### config.mk
export PLATFORM = sky130hd
export DESIGN_NAME = baud_div_reg
export DESIGN_NICKNAME = d
export VERILOG_FILES = /design/src/rtl/baud_div_reg.sv
export SDC_FILE = /design/constraint.sdc
export NUM_CORES = 1
export LEC_CHECK = 0
export ABC_AREA = 1
export BUFFER_PORTS_ARGS = -buffer_cell sky130_fd_sc_hd__buf_2
export CAP_MARGIN = 20
export CORE_UTILIZATION = 37
export CTS_CLUSTER_SIZE = 28
export DETAILED_ROUTE_END_ITERATION = 10
export HOLD_SLACK_MARGIN = 0.03
export PLACE_DENSITY_LB_ADDON = 0.05
export SYNTH_ARGS = -nofsm -noshare
export SYNTH_HDL_FRONTEND = slang
export SYNTH_SLANG_ARGS = --single-unit
### constraint.sdc
create_clock -name clk -period 1.8 [get_ports clk]
set_input_delay 0.27 -clock clk [delete_from_list [all_inputs] [get_ports clk]]
set_output_delay 0.27 -clock clk [all_outputs]
set_load 0.01 [all_outputs]
### src/rtl/baud_div_reg.sv
module baud_div_reg #(
  parameter int ADDR_W = 4,
  parameter int REG_ADDR = 0,
  parameter int DIV_W = 13,
  parameter logic [15:0] RST_VAL = 16'h0004
) (
  input  logic              clk,
  input  logic              rst_n,
  input  logic [ADDR_W-1:0] addr,
  input  logic [15:0]       wdata,
  input  logic [1:0]        be,
  input  logic              we,
  output logic [15:0]       rdata,
  output logic [DIV_W-1:0]  divisor,
  output logic              tick
);
  localparam logic [15:0] MASK = 16'((32'h1 << DIV_W) - 1);

  logic [15:0]      value;
  logic [7:0]       stage;
  logic             pend;
  logic [DIV_W-1:0] prev_div;
  logic [DIV_W-1:0] cnt;

  wire hit    = (addr == ADDR_W'(REG_ADDR));
  wire wr     = we && hit;
  wire wr_hi  = wr && (be == 2'b10);
  wire wr_lo  = wr && (be == 2'b01);
  wire wr_all = wr && (be == 2'b11);

  assign divisor = value[DIV_W-1:0];
  assign rdata   = hit ? (value & MASK) : 16'h0000;

  always_ff @(posedge clk) begin
    if (!rst_n) begin
      value <= RST_VAL & MASK;
      stage <= 8'h00;
      pend  <= 1'b0;
    end else begin
      if (wr_hi) begin
        stage <= wdata[15:8];
        pend  <= 1'b1;
      end
      if (wr_lo) begin
        value <= {(pend ? stage : 8'h00), wdata[7:0]} & MASK;
        pend  <= 1'b0;
      end
      if (wr_all) begin
        value <= wdata & MASK;
        pend  <= 1'b0;
      end
    end
  end

  wire changed = (divisor != prev_div);

  always_ff @(posedge clk) begin
    if (!rst_n) begin
      prev_div <= RST_VAL[DIV_W-1:0];
      cnt      <= '0;
      tick     <= 1'b0;
    end else begin
      prev_div <= divisor;
      if (divisor == '0 || changed) begin
        cnt  <= '0;
        tick <= 1'b0;
      end else if (cnt == divisor - 1'b1) begin
        cnt  <= '0;
        tick <= 1'b1;
      end else begin
        cnt  <= cnt + 1'b1;
        tick <= 1'b0;
      end
    end
  end
endmodule

---- Yosys cells after proc, flatten, opt, wreduce, memory -nomap -nowiden ----
Index checks and enable logic that the tools add are counted.
storage, ports and cells
  register bits after elaboration ......... 46
  bits in latches ......................... 0
  memory bits (writable) .................. 0
  ROM bits ................................ 0
  bits of input ports ..................... 25
  output and inout port bits .............. 30
  word-level logic and storage cells ...... 30
  memories ................................ 0
operators by class
  $add $sub $neg .......................... 2
  multipliers ............................. 0
  div/mod/pow operators ................... 0
  order comparisons ....................... 0
  equality and inequality tests ........... 5
  shift operators ......................... 0
  muxes and demuxes ....................... 5
  bitwise gates (word level) .............. 1
  reductions and logical operators ........ 11
operators with widths
  cell                                                                    number
  13-bit two-way mux                                                      3
  13-bit by 1-bit adder with 13-bit output (second input constant)        1
  13-bit equality test                                                    1
  13-bit logical NOT                                                      1
  13-bit inequality test                                                  1
  13-bit by 1-bit subtractor with 13-bit output (second input constant)   1
  3-bit OR reduction                                                      2
  5-bit two-way mux                                                       1
  2-bit equality test (second input constant)                             2
  1-bit logical AND                                                       4
  4-bit logical NOT                                                       1
  2-bit by 1-bit equality test with 1-bit output (second input constant)  1
  2-bit nonzero test                                                      1
  2-bit OR reduction                                                      1
  1-bit logical OR                                                        1
  1-bit two-way mux                                                       1
  1-bit inverter                                                          1

---- Longest topological paths before layout ----
  depth in word-level cells ............... 5
  gate-level depth with buffers ........... 16
  gate-level depth less buffers ........... 15

---- Least setup slack after synthesis ----
OpenSTA, ideal clock, no wires.
  kind .................................... register -> register
  start point ............................. reg value[1]
  end point ............................... reg cnt[11]
  setup time .............................. 0.117 ns
  arrival ................................. 1.754 ns
  data required time ...................... 1.683 ns
  setup slack ............................. -0.071 ns
  cell stages (with the launch flop) ...... 16
  path buffers ............................ 1
  clock period less this slack ............ 1.871 ns
  path through ............................ dfxtp_1 inv_1 ha_1 inv_1 nand2_1 nand3_1 nand2_1 nor2_2 nand2_1 nor2_1 nand2_1 nor2_2 nand2_1 nand2_2 buf_6 nor2_2
on the way
  cells in the longest elaborated chain, start to end .. 3
  elaborated cells on any way between the ends .. 6
  classes of those cells .................. 1 x add/sub; 2 x eq/ne; 3 x reduce/logical
ends and longest elaborated chain
  element                                                                RTL line  text
  start: declaration                                                     19        logic [15:0] value;
  start signal: assignment                                               36        value <= RST_VAL & MASK;
  start signal: assignment                                               45        value <= {(pend ? stage : 8'h00), wdata[7:0]} & MASK;
  start signal: assignment                                               49        value <= wdata & MASK;
  13-bit by 1-bit subtractor with 13-bit output (tied with other cells)  67        end else if (cnt == divisor - 1'b1) begin
  13-bit equality test or 1-bit logical OR (tied branches)               67, 64
  3-bit OR reduction (no line) (*)                                       --
  end signal: assignment                                                 71        cnt <= cnt + 1'b1;
  end: declaration                                                       23        logic [DIV_W-1:0] cnt;
Mark *: on every way between the ends. The rest lies on a longest branch, timed or not.
A chain may end at the register's enable or synchronous reset.

---- Worst setup path in the final report ----
  start point ............................. reg value[0]
  end point ............................... reg cnt[4]
Same word-level chain as after synthesis.

==> impl_results.md <==
* Met3 routed WL at 260 um
* Leakage at 1.494 nW
* CTS Root Cell: clkbuf_8
* Worst-path fanout max at 6
* Final min period at 1.750 ns
* Sequential area share after synthesis at 37.55%
* Routability cong. at 0.7535
* Area grow syn2layout at 24.49%
* Synth Register Bits at 46
* Clock-pin slew on the worst setup and hold paths at roughly 0.090 ns
* Final Skew at 0.006537 ns
* Detailed Routing Iterations Pass 1 at 5
* DP Area at between 2000 and 3000 sq um
* DRT iter0 DRCs at 70
* Initial core utilization at 38.40%
* Kind of start point of the critical path: flop
* Post-Syn Instances at 360
* Final Util at 47.81%
* Max VDD drop at 0.0005057 V
* Post-route cell area at roughly 3100 sq um
* Final cell count without fillers at 505
* Mapped Area at ~2500 sq um
* Distinct cells, synth at 29
* Hold crit path type: in2reg
* Hold Worst Slack at about 0.16 ns
* Antenna violations before repair at 0
* Highest Signal Layer: met4
* HPWL after DPL at 4878 um
* Post-synth EDFFs at 0
* Fillers at just over 700
* Most frequent cells in the layout: 80 x nand2_1, 64 x nor2_1, 48 x buf_2, 47 x inv_1, 41 x dfxtp_1
* Antenna-violating nets left at 0
* CP max-delay cell: dfxtp_2
* Post-DR vias/cell at 4.638
* Chip height at 83.41 um
* TritonCTS buffer count at 5
* Layout cells sized above 1 at 25.93%
* Reg-to-reg slack, setup at a little over 0.05 ns
* Syn_area_per_cell at roughly 6.8 sq um
* Nets at 455
* Crit path capture type: flop
* Cells after DPL at 495
* Compound-gate portion of the synthesized area at 8.827%
* Core area at between 6000 and 7000 sq um
* Skew-Pair Late Insertion Delay at ~0.30 ns
* Fin Setup TNS at 0 ns
* Unrepaired setup endpoints after global routing: yes
* H-tree levels at 2
* Drc violations at 0
* Critical Path RT at ~2 ns
* Global-route wire length before repair at approximately 11000 um
* Die X at 83.41 um
* CTS Buffer Depth at 2
* Post-synth ARST share at 0%
* Number of global-route vias before repair at ~2300
* Crit Path Category: reg2reg
* Met1 wire length at roughly 3100 um
* Data arrival, critical path at 1.95 ns
* Largest net degree at the start of global routing at 19
* Ys flop type: dfxtp_1
* Synth Area in XOR/XNOR at 7.143%
* Metal2 WL at between 2000 and 3000 um
* Final WL at 6407 um
* FP Rows at 29
* CTS Sinks at 46
* Avg WL per Cell at 12.69 um
* Cell breakdown of the critical path: inv_2 -> ha_4 -> xor2_1 -> nand2_1 -> nor2_2 -> nand2_1 -> nor2_1 -> nand2_1 -> nor2_2 -> nand2_1 -> nand2_2 -> clkbuf_16 -> nor2_2
* Final setup fails at 0
* Most used cell, CP: nand2_1
* Final hold vios at 0
* Worst path max stage delay at approximately 0.34 ns
* Main combinational cell family by area after synthesis: simple AND/OR/NAND/NOR gates
* Yosys Warn Count at 0
* Pwr Density at 667.4 nW/um^2
* GRT Total Usage at 19.65%
* Tcrit/Tclk final at 97.21%
* Fmax at 0.5715 GHz
* # Max-Cap Violations at 0
* Post-Synth Adder-Cell Area at under 10%
* CTS tree: built
* Status: completed
* Total Die Area at 6957 sq um
* DR vias at roughly 2300
* Most common cell after layout, fill and taps aside: nand2_1
* PortBufs at 48
* Global route overflow at 0
* Max Slew Vio Count at 0
* Simple-gate share of the synthesized area at 34.95%
* Ant diodes at 0
* Mux cell area share after synthesis at 0%
* I/O pin count at 55
[metrics by stage]
step,worst slack [ns],power (W)
2_1_floorplan,0.02126,0.001189
6_report,0.05026,0.002037
4_1_cts,0.05066,0.002040
3_3_place_gp,0.03453,0.001252
5_1_grt,-0.1486,0.002125
3_5_place_dp,0.01210,0.001256
[cell families after synthesis]
logic type / after synthesis
other: 1
flip-flops: 46
AND/OR/NAND/NOR: 194
XOR/XNOR: 20
buffers and inverters: 59
adder cells (fa/ha/maj): 3
AO/OA/AOI/OAI: 37
[power by group]
group	internal (W)	switching, W
Clock	0.000415	0.000372
Combinational	0.0000891	0.000112
Sequential	0.00103	0.0000172
[per-layer routing]
layer	vias up	GRT usage, %
li1	1245	-
met1	1038	25.57
met2	52	33.76
met3	7	3.579
met4	0	4.622
met5	-	0
[cells in the mapped netlist (3+ instances only)]
cell type	instances	area (sq um)
o21ai_0	19	95.09
xor2_1	11	96.34
buf_4	3	22.52
nor2_1	66	247.7
o22ai_1	3	18.77
inv_1	49	183.9
clkbuf_1	3	11.26
ha_1	3	37.54
o32ai_1	5	43.79
dfxtp_1	46	920.9
nand3_1	17	85.08
nor2_4	5	56.30
a21oi_1	8	40.04
nand2_2	4	25.02
nand2_1	81	304.0
xnor2_1	9	78.83
nor2_2	13	81.33
[path summary, 6_finish.rpt]
path / cells after the start / from / to
max reg2reg: 13 / value[0] / cnt[4]
max: 13 / value[0] / cnt[4]
min reg2reg: 2 / value[12] / prev_div[12]
min: 3 / wdata[3] / value[3]
[cell type report]
| class | instances | area [sq um] | area share (%) |
|---|---|---|---|
| clock buffers | 6 | 72.57 | 2.377 |
| clock inverters | 2 | 37.54 | 1.230 |
| inverters | 51 | 191.4 | 6.271 |
| multi-input cells | 257 | 1323 | 43.32 |
| flip-flops and latches | 46 | 927.1 | 30.37 |
| well taps | 77 | 96.34 | 3.156 |
| repair buffers | 66 | 405.4 | 13.28 |
[state kept, by name (all words and copies together), names as in the netlist]
register / cells
tick: 1
pend: 1
value: 13
stage: 5
cnt: 13
prev_div: 13
[worst max-delay path, delay by kind of cell (launching register included)]
kind                     cells  cell delay, ns
AND/OR/NAND/NOR              9            0.68
flip-flops                   1            0.34
adder cells (fa/ha/maj)      1            0.26
buffers and inverters        2            0.22
XOR/XNOR                     1            0.14
[timing repair]
| action | 4_1_cts | 5_1_grt |
|---|---|---|
| gates cloned | 0 | 1 |
| hold buffers | 0 | 0 |
| resized for setup | 1 | 9 |
| pin swaps | 0 | 8 |
| endpoints found under the setup margin | 9 | 14 |
| buffers inserted | 0 | 1 |
(Power assumes the default switching activity.)
